--- src/rtl/seg_bound_calc.sv ---
module seg_bound_calc #(
    parameter int ADDR_W      = 32,
    parameter int LIM_W       = 20,
    parameter int GRAN_SHIFT  = 12,
    parameter int LEN_W       = 2,
    parameter int SMALL_TOP_W = 16
) (
    input  logic [ADDR_W-1:0] offset,
    input  logic [LEN_W-1:0]  len_m1,
    input  logic [LIM_W-1:0]  limit,
    input  logic              gran,
    input  logic              grows_down,
    input  logic              big,
    output logic              limit_bad
);
    localparam int SPAN_W = ADDR_W + 1;

    logic [ADDR_W-1:0] eff_lim;
    logic [SPAN_W-1:0] first_b;
    logic [SPAN_W-1:0] last_b;
    logic [SPAN_W-1:0] top_dn;
    logic              up_bad;
    logic              dn_bad;

    always_comb begin
        if (gran) begin
            eff_lim = ADDR_W'({limit, {GRAN_SHIFT{1'b1}}});
        end else begin
            eff_lim = ADDR_W'(limit);
        end
        first_b = {1'b0, offset};
        last_b  = first_b + SPAN_W'(len_m1);
        top_dn  = big ? {1'b0, {ADDR_W{1'b1}}} : SPAN_W'({SMALL_TOP_W{1'b1}});
        up_bad  = last_b > {1'b0, eff_lim};
        dn_bad  = (first_b <= {1'b0, eff_lim}) || (last_b > top_dn);
        limit_bad = grows_down ? dn_bad : up_bad;
    end
endmodule

--- config.mk ---
export PLATFORM = sky130hd
export DESIGN_NAME = seg_bound_calc
export DESIGN_NICKNAME = d
export VERILOG_FILES = /design/src/rtl/seg_bound_calc.sv
export SDC_FILE = /design/constraint.sdc
export NUM_CORES = 1
export LEC_CHECK = 0
export ABC_AREA = 1
export ABC_CLOCK_PERIOD_IN_PS = 12840
export CAP_MARGIN = 10
export CORE_ASPECT_RATIO = 0.6
export CORE_MARGIN = 10
export CORE_UTILIZATION = 60
export DETAILED_ROUTE_END_ITERATION = 6
export PLACE_DENSITY = 0.95
export SKIP_LAST_GASP = 1
export SYNTH_ARGS = -nofsm -noshare
export SYNTH_HDL_FRONTEND = slang
export SYNTH_SLANG_ARGS = --single-unit
--- constraint.sdc ---
create_clock -name vclk -period 12.84
set_input_delay 2.568 -clock vclk [all_inputs]
set_output_delay 2.568 -clock vclk [all_outputs]
set_load 0.03 [all_outputs]
==> results of run 1 <==
[power by group]
part / switching (mW) / internal [mW]
sequential: 0 / 0
clock: 0 / 0
combinational: 0.0690 / 0.0497
total: 0.0690 / 0.0497
[placed cells by master, fill, tap and decap left out, types with 2 or more instances in the layout]
| cell | instances |
|---|---|
| nand2_1 | 133 |
| ha_1 | 82 |
| inv_1 | 62 |
| nor2_1 | 62 |
| clkdlybuf4s50_1 | 58 |
| a21oi_1 | 36 |
| nand3_1 | 21 |
| o21ai_0 | 19 |
| nand4_1 | 14 |
| xor2_1 | 13 |
| mux2i_1 | 8 |
| xnor2_1 | 7 |
| nor2_2 | 5 |
| nor3_1 | 5 |
| nor4_1 | 5 |
| nand2_2 | 4 |
| nor3_2 | 4 |
| nand3_2 | 3 |
| o211ai_1 | 2 |
| nand3b_1 | 2 |
[per-layer routing]
metal | track usage | wire, µm | share of wire
met1 | 0.310 | 4310 | 0.42
met2 | 0.387 | 4380 | 0.42
met3 | 0.0437 | 1560 | 0.15
met4 | 0.0284 | 127 | 0.012
met5 | 0 | 0 | 0
[worst max-delay path, stage by stage]
cell             delay, ns
clkdlybuf4s50_1       0.48
ha_1                  0.19
fa_1                  0.27
nand2_1               0.09
nor2_2                0.19
nand3_2               0.14
inv_2                 0.09
nand2_2               0.07
nor3_2                0.22
nand3_2               0.15
nor2_2                0.12
xor2_1                0.16
inv_1                 0.08
ha_1                  0.29
nand2_1               0.05
nor2_1                0.11
nand2_1               0.09
nor2_1                0.16
nand2_1               0.07
nor2_1                0.08
nand2_1               0.06
nor2_1                0.10
nand3_1               0.07
nand2_1               0.07
nand3_1               0.07
nand2_1               0.06
nand2_1               0.06
clkdlybuf4s50_1       0.60
[through the flow]
stage          setup WS [ns]  hold WS, ns  utilization  cells  instance area (µm²)
6_report                3.51         6.30        0.780    619                 3690
4_1_cts                 3.56         6.29        0.780    619                 3690
2_1_floorplan           5.02         5.35            -    501                 3040
5_1_grt                 3.17         6.34        0.780    619                 3690
3_5_place_dp            3.57         6.29        0.780    619                 3690
3_3_place_gp            3.79         6.29        0.780    619                 3690
[cell type report]
| cell class | instances | area [µm²] | share of cell area |
|---|---|---|---|
| Inverter | 63 | 236 | 0.0641 |
| Multi-Input combinational cell | 434 | 2790 | 0.755 |
| Tap cell | 63 | 78.8 | 0.0214 |
| Timing Repair Buffer | 59 | 588 | 0.159 |
[path summary, 6_finish.rpt]
kind	end	slack (ns)
worst max-delay path	limit_bad	3.51
worst min-delay path	limit_bad	6.30
[cells by family after synthesis]
kind of cell / count (synthesis) / share of synthesized area
buffers and inverters: 67 / 0.0828
and+or+nand+nor: 263 / 0.386
xor gates and xnor gates: 20 / 0.0577
muxes: 8 / 0.0264
AOI/OAI and AO/OA: 60 / 0.103
adders and majority gates: 83 / 0.344
==> run summary, run 1 <==
post-cts resize count: 0
Setup crit end kind: output pin
HPWL after DPL: 9230 µm
worst slew pin tran: 0.582 ns
Max FO, Critical Path: 4
DR pass1 iterations: 5
Max IR drop VDD: 0.0207 mV
Register Area: 0 µm²
WP data arrival: 6.76 ns
RSZ-0062 raised after global routing: false
clock buffers: 0
fill count: 358
hold depth: 4
PD cells: 32.2 nW/µm²
GPL Wtd Cong: 0.972
Syn. warnings: 0
initial antenna violation count: 0
Via density: 6.00
Post-synth top cells: nand2_1, ha_1, inv_1, nor2_1, a21oi_1
Synth Area per Inst: 6.06 µm²
Mapped Nets: 641
Pleak: 1.90 nW
largest net degree at the start of global routing: 33
startpoint types: input port
Ant. Diodes: 0
Initial Util: 0.642
number of port buffers: 58
Initial DRC Count: 420
total core area: 4730 µm²
mapped cell area: 3040 µm²
Hold Crit Class: input port to output pin
Seq/Total Area, Yosys: 0
CTS Hold Bufs: 0
Critical Path RT: 10.27 ns
Yosys top cell by area: ha_1
status: completed
DR vias: 3,716
fin. max-slew vios: 0
Worst slew margin: 0.612
# setup viols final: 0
setup tns final: 0 ns
Max Freq: 0.107 GHz
vias in the first global route: 3,470
crit path from: offset[0]
Final Cycle Share: 0.727
total gr overflow: 0
first-pass GRT wire length: 16,300 µm
Yosys top cell area share: 0.338
overall power: 0.119 mW
post-synthesis cell count: 501
min-delay src: grows_down
WL per Instance: 16.8 µm
Chip Height: 75.1 µm
Synth area leaders: ha_1, nand2_1, inv_1, nor2_1, a21oi_1
Rows: 19
setup bufs post-CTS: 0
share of layout cells above drive strength 1: 0.0378
DRC viols: 0
Setup CP Type: input port to output pin
DRT antenna net count: 0
Layout Nets: 698
Synth-to-Final Area Change: 21.5%
Ports: 58
Final Routed Wirelength: 10,400 µm
Final min period: 9.33 ns
GR Util All Layers: 0.231
die area: 8400 µm²
maxcap violations: 0
Yosys cell types: 31
final hold violation count: 0
die width: 112 µm
Seq cells: 0
count leader, synth: nand2_1
Power figures use the tool's default switching activity.
==> run 2: changes to the inputs <==
--- a/config.mk
+++ b/config.mk
@@ -6,13 +6,13 @@
 export NUM_CORES = 1
 export LEC_CHECK = 0
 export ABC_AREA = 1
-export ABC_CLOCK_PERIOD_IN_PS = 12840
+export ABC_CLOCK_PERIOD_IN_PS = 8600
 export CAP_MARGIN = 10
 export CORE_ASPECT_RATIO = 0.6
 export CORE_MARGIN = 10
-export CORE_UTILIZATION = 60
+export CORE_UTILIZATION = 56
 export DETAILED_ROUTE_END_ITERATION = 6
-export PLACE_DENSITY = 0.95
+export PLACE_DENSITY = 0.92
 export SKIP_LAST_GASP = 1
 export SYNTH_ARGS = -nofsm -noshare
 export SYNTH_HDL_FRONTEND = slang
==> constraint.sdc (replaced) <==
create_clock -name vclk -period 8.6
set_input_delay 1.72 -clock vclk [all_inputs]
set_output_delay 1.72 -clock vclk [all_outputs]
set_load 0.03 [all_outputs]
==> run summary, run 2 (same netlist as run 1, synthesis figures left out) <==
clock buffers: 0 (unchanged)
vias in the first global route: 3,399 (-2.0%)
maxcap violations: 0 (unchanged)
Register Area: 0 µm² (unchanged)
GR Util All Layers: 0.220 (-0.0103)
Chip Height: 77.1 µm (+2.6%)
Via density: 5.87 (-2.2%)
Initial DRC Count: 383 (-8.8%)
# setup viols final: 0 (unchanged)
Setup CP Type: input port to output pin
worst slew pin tran: 1.01 ns (+0.425 ns)
Pleak: 1.90 nW (unchanged)
die area: 8870 µm² (+5.5%)
Initial Util: 0.589 (-0.0528)
Setup crit end kind: output pin
initial antenna violation count: 0 (unchanged)
startpoint types: input port
RSZ-0062 raised after global routing: false
Layout Nets: 698 (unchanged)
fill count: 450 (+26%)
largest stage delay on the critical path: 0.59 ns (about the same)
Synth-to-Final Area Change: 21.6%
total core area: 5150 µm² (+9.0%)
setup tns final: 0 ns (unchanged)
total gr overflow: 0 (unchanged)
Max FO, Critical Path: 4 (unchanged)
post-cts resize count: 0 (unchanged)
GPL Wtd Cong: 1.04 (+6.7%)
number of port buffers: 58 (unchanged)
share of layout cells above drive strength 1: 0.0378 (unchanged)
Final Routed Wirelength: 10,500 µm (+1.3%)
Seq cells: 0 (unchanged)
Hold Crit Class: input port to output pin
Final min period: 7.56 ns
DRT antenna net count: 0 (unchanged)
CP max-delay cell: clkdlybuf4s50_1
Final Cycle Share: 0.879
Ports: 58 (unchanged)
largest net degree at the start of global routing: 24 (-27%)
Ant. Diodes: 0 (unchanged)
Rows: 20 (+1)
HPWL after DPL: 9290 µm (+0.66%)
multi-input logic area: 2790 µm² (unchanged)
PD cells: 47.9 nW/µm² (+49%)
DRC viols: 0 (unchanged)
DR pass1 iterations: 5 (unchanged)
final hold violation count: 0 (unchanged)
Max IR drop VDD: 0.0313 mV (+51%)
most frequent cells in the layout: nand2_1, ha_1, inv_1, nor2_1, clkdlybuf4s50_1
WL per Instance: 16.9 µm (+0.84%)
WP data arrival: 5.84 ns (-0.92 ns)
CTS Hold Bufs: 0 (unchanged)
Max Freq: 0.132 GHz
fin. max-slew vios: 0 (unchanged)
Worst slew margin: 0.327 (-0.285)
status: completed
DR vias: 3,651 (-1.7%)
WP buf/inv: 4 (unchanged)
commonest non-fill, non-tap cell in the layout: nand2_1
most frequent CP cell: nand2_1
setup bufs post-CTS: 0 (unchanged)
Crit path max-delay family: simple AND/OR/NAND/NOR gates
Critical Path RT: 6.88 ns (-3.39 ns)
design area: 3690 µm² (+0.10%)
first-pass GRT wire length: 16,300 µm (+0.34%)
die width: 115 µm (+2.9%)
placed cell area: 3690 µm² (+0.10%)
-- run 2: cell counts in the layout (fill, tap and decap cells not counted) --
No cell type changed its count.
-- run 2: through the flow --
stage / worst slack [ns] / util / power (mW) / hold WS [ns] / cells
finish: 1.04 / 0.717 / 0.177 / 4.59 / 622
global route: 0.686 / 0.717 / 0.198 / 4.63 / 622
CTS: 1.09 / 0.717 / 0.172 / 4.58 / 622
detailed placement: 1.12 / 0.717 / 0.171 / 4.58 / 622
global placement: 1.25 / 0.717 / 0.164 / 4.58 / 622
floorplan: 2.48 / - / 0.100 / 3.66 / 501
-- run 2: final cells by class --
class | count | share of cell area
timing repair buffer | 59 | 0.159
multi-input combinational | 434 | 0.754
inverter | 63 | 0.0640
tap | 66 | 0.0224
-- run 2: per-layer routing --
metal / wire, µm / track usage
met5: 0 / 0
met1: 4790 / 0.309
met3: 1220 / 0.0575
met4: 75 / 0.0197
met2: 4430 / 0.336
-- run 2: worst paths after layout --
| path | cells after the start | start | end | slack [ns] |
|---|---|---|---|---|
| worst max-delay path | 28 | offset[0] | limit_bad | 1.04 |
| worst min-delay path | 4 | grows_down | limit_bad | 4.59 |
-- run 2: report_power, final --
part           total, mW  switching (mW)  internal [mW]
Clock                  0               0              0
Combinational      0.177           0.103         0.0739
Sequential             0               0              0
Total              0.177           0.103         0.0739
